[config.mk]
export PLATFORM = sky130hd
export DESIGN_NAME = f32_minifloat_pack
export DESIGN_NICKNAME = d
export VERILOG_FILES = /design/src/rtl/f32_minifloat_pack.sv
export SDC_FILE = /design/constraint.sdc
export NUM_CORES = 1
export LEC_CHECK = 0
export ABC_AREA = 1
export BUFFER_PORTS_ARGS = -buffer_cell sky130_fd_sc_hd__buf_2
export CAP_MARGIN = 15
export CORE_MARGIN = 2
export CORE_UTILIZATION = 45
export DETAILED_ROUTE_END_ITERATION = 16
export PLACE_DENSITY = 0.71
export REMOVE_ABC_BUFFERS = 1
export SKIP_LAST_GASP = 1
export SLEW_MARGIN = 0
export SYNTH_ARGS = -nofsm -noshare
export SYNTH_HDL_FRONTEND = slang
export SYNTH_SLANG_ARGS = --single-unit
export TNS_END_PERCENT = 1
[constraint.sdc]
create_clock -name clk -period 1.09 [get_ports clk]
set_clock_uncertainty 0.1 [all_clocks]
set_input_delay 0.1635 -clock clk [delete_from_list [all_inputs] [get_ports clk]]
set_output_delay 0.1635 -clock clk [all_outputs]
set_load 0.01 [all_outputs]
[src/rtl/f32_minifloat_pack.sv]
module f32_minifloat_pack #(
  parameter int MANT_W    = 6,
  parameter int EXP_W     = 5,
  parameter bit SIGNED    = 1'b0,
  parameter int FIELD_LSB = 0
) (
  input  logic        clk,
  input  logic        rst_n,
  input  logic        in_valid,
  input  logic [31:0] in_f32,
  output logic        out_valid,
  output logic [31:0] out_word
);

  localparam int SGN_W = SIGNED ? 1 : 0;
  localparam int FW    = MANT_W + EXP_W + SGN_W;
  localparam int BIAS  = (1 << (EXP_W - 1)) - 1;
  localparam logic signed [9:0] REBIAS = 10'(BIAS - 127);
  localparam logic signed [9:0] RE_SAT = 10'((1 << EXP_W) - 1);
  localparam logic [9:0] DEN_BASE = 10'(24 - MANT_W);
  localparam logic [EXP_W-1:0] EXP_ONES = {EXP_W{1'b1}};
  localparam logic [EXP_W-1:0] EXP_TOP  = {{(EXP_W-1){1'b1}}, 1'b0};
  localparam logic [31:0] FIELD_MASK = 32'(((64'(1) << FW) - 64'(1)) << FIELD_LSB);
  localparam int EXP_LSB = FIELD_LSB + MANT_W;

  logic                      sgn;
  logic [7:0]                ex;
  logic [22:0]               fr;
  logic                      is_nan, is_inf;
  logic signed [9:0]         re;
  logic [9:0]                dsh;
  logic [MANT_W-1:0]         den;
  logic [EXP_W+MANT_W-1:0]   mag;
  logic [FW-1:0]             field;
  logic [31:0]               word_c;

  assign sgn    = in_f32[31];
  assign ex     = in_f32[30:23];
  assign fr     = in_f32[22:0];
  assign is_nan = (ex == 8'hFF) && (fr != 23'd0);
  assign is_inf = (ex == 8'hFF) && (fr == 23'd0);
  assign re     = $signed({2'b00, ex}) + REBIAS;
  assign dsh    = DEN_BASE - $unsigned(re);
  assign den    = MANT_W'({1'b1, fr} >> dsh);

  always_comb begin
    if (is_nan)                mag = {EXP_ONES, 1'b1, {(MANT_W-1){1'b0}}};
    else if (is_inf)           mag = {EXP_ONES, {MANT_W{1'b0}}};
    else if (ex == 8'h00)      mag = '0;
    else if (re >= RE_SAT)     mag = {EXP_TOP, {MANT_W{1'b1}}};
    else if (re > 10'sd0)      mag = {re[EXP_W-1:0], fr[22 -: MANT_W]};
    else                       mag = {{EXP_W{1'b0}}, den};
  end

  generate
    if (SIGNED) begin : g_sgn
      assign field = {sgn, mag};
    end else begin : g_uns
      assign field = (sgn && !is_nan) ? '0 : mag;
    end
  endgenerate

  assign word_c = 32'(field) << FIELD_LSB;

  always_ff @(posedge clk or negedge rst_n) begin
    if (!rst_n) begin
      out_valid <= 1'b0;
      out_word  <= '0;
    end else begin
      out_valid <= in_valid;
      if (in_valid) out_word <= word_c;
    end
  end

  a_r1_valid_follows: assert property (@(posedge clk) disable iff (!rst_n)
    in_valid |=> out_valid);
  a_r1_no_spurious: assert property (@(posedge clk) disable iff (!rst_n)
    !in_valid |=> !out_valid);
  a_r1_hold: assert property (@(posedge clk) disable iff (!rst_n)
    !in_valid |=> $stable(out_word));
  a_r9_field_only: assert property (@(posedge clk) disable iff (!rst_n)
    (out_word & ~FIELD_MASK) == 32'd0);
  a_r5_nan_quiet: assert property (@(posedge clk) disable iff (!rst_n)
    (in_valid && in_f32[30:23] == 8'hFF && in_f32[22:0] != 23'd0) |=>
      (out_word[EXP_LSB +: EXP_W] == EXP_ONES) && out_word[EXP_LSB-1]);
  a_r3_no_inf_from_finite: assert property (@(posedge clk) disable iff (!rst_n)
    (in_valid && in_f32[30:23] != 8'hFF) |=> out_word[EXP_LSB +: EXP_W] != EXP_ONES);

  generate
    if (SIGNED) begin : g_sgn_chk
      a_r8_sign_copy: assert property (@(posedge clk) disable iff (!rst_n)
        in_valid |=> out_word[FIELD_LSB+EXP_W+MANT_W] == $past(in_f32[31]));
    end else begin : g_uns_chk
      a_r7_neg_zero: assert property (@(posedge clk) disable iff (!rst_n)
        (in_valid && in_f32[31] && !(in_f32[30:23] == 8'hFF && in_f32[22:0] != 23'd0))
          |=> out_word == 32'd0);
    end
  endgenerate

endmodule

# After elaboration in Yosys (flattened, before gate mapping)
# Index checks and enable logic that the tools add are counted.
op_classes:
  mux: 6
  addsub: 2
  n_reduce_logical: 7
  n_lt_le_gt_ge: 2
  eq_ne: 1
  n_shift: 1
op_table:
  columns: ["operator", "count"]
  rows:
  - ["$mux 11", 6]
  - ["$shr 24x10->6", 1]
  - ["$logic_not 23->1", 1]
  - ["$reduce_bool 23->1", 1]
  - ["$add 9x8->10 const B", 1]
  - ["$ge 10x6->1 const B", 1]
  - ["$gt 10x1->1 const B", 1]
  - ["$sub 5x10->10 const A", 1]
  - ["$eq 8x8->1 const B", 1]
  - ["$logic_not 8->1", 1]
  - ["$logic_and 1x1->1", 3]
  - ["$logic_not 1->1", 1]
word_totals:
  inputBits: 35
  wordCells: 21
  register_bits: 12
  output_inout_bits: 33

# Logic depth before layout (Yosys ltp)
depth:
  word_depth: 9
  ltp_mapped: 23
  mapped_depth_nobuf: 22

# Least setup slack after synthesis
# Ideal clock, no wire load.
synth_path:
  kind: "input -> register"
  from: "input port in_f32[23]"
  to: "register out_word[5]"
  path_slack_ns: -1.026
  path_buffers: 3
  setup_time_ns: 0.116
  stages: 18
  t_required_ns: 0.874
  t_arrival_ns: 1.900
  cell_sequence: "clkinv_1 > buf_2 > ha_1 > clkbuf_1 > inv_1 > buf_2 > nand3_1 > nand3_1 > nand2_1 > inv_1 > nand2_1 > nand2_1 > nand2_1 > nand2_1 > nand2_1 > nand2_1 > nand2_1 > nand2_1"
synth_via:
  elab_chain_cells: 9
  word_cells_on_any_way: 17
  classes_between: "add/sub: 2; order compare: 2; eq/ne: 1; shift: 1; mux: 6; reduce/logical: 5"
synth_rtl:
  columns: ["item", "line_no", "source"]
  rows:
  - ["from (decl)", "10", "input logic [31:0] in_f32,"]
  - ["$add 9x8->10", "42", "assign re = $signed({2'b00, ex}) + REBIAS;"]
  - ["$sub 5x10->10", "43", "assign dsh = DEN_BASE - $unsigned(re);"]
  - ["$shr 24x10->6", "44", "assign den = MANT_W'({1'b1, fr} >> dsh);"]
  - ["$mux 11", "51", "else if (re > 10'sd0) mag = {re[EXP_W-1:0], fr[22 -: MANT_W]};"]
  - ["$mux 11", "50", "else if (re >= RE_SAT) mag = {EXP_TOP, {MANT_W{1'b1}}};"]
  - ["$mux 11", "49", "else if (ex == 8'h00) mag = '0;"]
  - ["$mux 11", "48", "else if (is_inf) mag = {EXP_ONES, {MANT_W{1'b0}}};"]
  - ["$mux 11", "47", "if (is_nan) mag = {EXP_ONES, 1'b1, {(MANT_W-1){1'b0}}};"]
  - ["$mux 11 *", "59", "assign field = (sgn && !is_nan) ? '0 : mag;"]
  - ["to (signal assigned)", "71", "if (in_valid) out_word <= word_c;"]
  - ["to (decl)", "12", "output logic [31:0] out_word"]
# Mark *: on every way between the ends. The rest lies on a longest branch, timed or not.
# A chain may end at the register's enable or synchronous reset.

# Worst setup path after layout
layout_path:
  from: "input port in_f32[23]"
  to: "register out_word[2]"
# The elaborated chain is that of the path after synthesis.

==> results.ini <==
[critical_path]
setup.worst_path.class=primary input to flop
rr_startpoint=out_word[8]
reg2reg_slack_ns=0.27
crit_path_top_delay_cell=o21ai_4
cp_data_arrival_time_ns=2.17
crit_buf_inv=4
path_max_fanout=8
cp_common_cell=nand2_1
timing.rr.end=out_word[8]
start_kind=primary input
path_delay_family=simple AND/OR/NAND/NOR gates
end_kind=flop
slowest_delay_ns=0.25
required_ns=1.16
path_cells=buf_2, buf_4, nand2_1, nand2_1, nand2_2, nand3_2, o21ai_4, nand2_8, buf_6, a21oi_4, buf_4, nand2_1, nand3_1, nand2_1, a21oi_1, nand2_1, nand2_1, nand2_1, nand2_1
r2r_cells=1

[run_status]
violations=setup timing
status=complete, but fails checks

[logic_synthesis]
ys_ff_latch=12
seq_area_frac_synth_pct=13.66
syn_area_per_cell_um2=5.551
yosysTopAreaCell=nand2_1
yosys_warnings=0
syn_area_um2=2198
synth_flop_cell=dfrtp_1
yosysTopAreaCellShare_pct=22.37
synth-edff-count=0
synthTopCellsByArea=nand2_1, nand3_1, dfrtp_1
synth.distinct_cells=32
ys_async_sr_fraction_pct=100.0
syn_inst=396

[global_routing]
grt_max_degree=30
grt_pass1_vias=2731
grt_pass1_wl_um=11890
antenna_found_initial=0
overflow=0
groute.usage.overall_pct=26.93

[final_layout]
final_nets=562
design_area_um2=3248
final_cells=587
postLayoutCoreUtil_pct=68.77
layout-drive-gt1-share_pct=33.85
area_delta_synth_final_pct=47.75
antennaDiodeCount=0

[floorplanning]
dieArea_um2=5460
ioPinCount=68
die_h_um=73.90
fp-row-count=25
dieWidth_um=73.90
start_util_pct=46.54
core_area_um2=4723

[pwr]
power_density_nw_per_um2=718.1
total_power_uw=2332
p_leak_uw=0.001812
irDropWorstVdd_mv=0.5585

[placed_design]
io_buffer_count=46
dp_hpwl_um=5556
gp_congestion=0.9743
placed_area_um2=2998
dpl.cell_count=578
dp_slack_ns=-1.288

[cts]
clock-sinks=12
clkSlewWorstSetupHoldPaths_ns=0.05
clk_path_buf_depth=2
clkLatencyLatePin_ns=0.23
root_buffer=clkbuf_8
tritoncts=done
htree_levels=1
cts_inserted_buffers=3

[detailed_routing]
vias=3009
wl_per_cell_um=12.65
route.detailed.drc=0
vias_per_cell=5.126
antenna_left=0
first_pass_iters=6
drtIter0Drc=290
routed_wl_um=7426

[sta]
period_share_pct=192.6
setup_viol=11
slew_violations=0
hold_viol_final=0
fin_crit_ns=2.099
fmax_mhz=476.4
worst_slack_ns=-1.009
rsz0062_at_grt=true

[hold_path]
holdPathEnd=out_word[5]
min-delay-start=in_f32[21]
worstHoldPathCells=5
min_path_type=primary input to flop

[run]
drv_cap=0

-- placed cells by master, fill, tap and decap left out, drive strengths merged, types with 3 or more instances in the layout --
master,synthesis,layout
nor2,16,16
buf,29,132
nand2,140,140
dfrtp,12,12
clkbuf,6,3
inv,47,49
nand4,10,10
nand3,69,69
a21oi,12,12
o21ai,30,30
conb,1,21
o211ai,3,3
nor3,3,3
ha,5,5
nor4,5,5
-- synth_stat cells, drive strengths merged (2+ instances only) --
cell type	count
nor4	5
dfrtp	12
buf	29
a21oi	12
nor3	3
a31oi	2
o21ai	30
clkbuf	6
nand4	10
xor2	2
inv	47
nand3	69
a22o	2
ha	5
nor2	16
nand2	140
o211ai	3
-- registers in the layout, summed over array words and instances, names as in the netlist --
name       count
out_word      11
out_valid      1
-- logic make-up after synthesis --
group,after synthesis,share of synthesized area (%)
fa+ha+maj,5,2.846
buf+inv,83,19.58
compound gates,50,13.72
simple gates,243,49.23
xor+xnor,2,0.7970
other cells,1,0.1706
flops,12,13.66
-- through the flow --
stage                     TNS (ns)  hold WS [ns]
after floorplan             -12.09       -0.2321
after global placement      -11.98      -0.04878
after detailed placement    -12.18      -0.04572
after CTS                   -9.008        0.2290
after global routing        -11.42        0.2719
final                       -9.429        0.2354
-- what timing repair did --
item                                    in CTS  in global routing
pin swaps                                   13                 15
endpoints found under the setup margin      11                 11
hold buffers                                 2                  0
cloned                                       1                  1
resized for setup                           20                 23
endpoints found under the hold margin       13                  0
setup buffers                                1                  1
-- routing by layer --
metal | GRT usage [%] | wire [um] | vias to the layer above
li1 | - | - | 1504
met1 | 36.09 | 3114 | 1346
met2 | 47.92 | 3701 | 144
met3 | 2.606 | 502 | 15
met4 | 3.030 | 107 | 0
met5 | 0 | 0 | -
-- how the worst max path moves through the flow --
| stage | start | end | depth (start not counted) |
|---|---|---|---|
| global route | in_f32[23] | out_word[0] | 21 |
| detailed placement | in_f32[27] | out_word[0] | 23 |
| finish | in_f32[23] | out_word[2] | 19 |
| global placement | in_f32[27] | out_word[4] | 20 |
| CTS | in_f32[28] | out_word[2] | 21 |
| floorplan | in_f32[23] | out_word[5] | 15 |
-- report_power, final --
part	internal [uW]	total, uW	leakage [uW]	switching, uW
clock	242	388	0.0000216	146
sequential	491	514	0.000153	22.6
combinational	617	1430	0.00164	813
total	1350	2330	0.00181	982
-- cell type report --
type                            instances  area [um2]
Clock buffer                            3       41.29
Fill cell                             419        1475
Inverter                               48       192.7
Multi-Input combinational cell        321        1660
Sequential cell                        12       300.3
Tap cell                               67       83.83
Timing Repair Buffer                  134       952.2
Timing Repair inverter                  2       17.52
(Power assumes the default switching activity.)
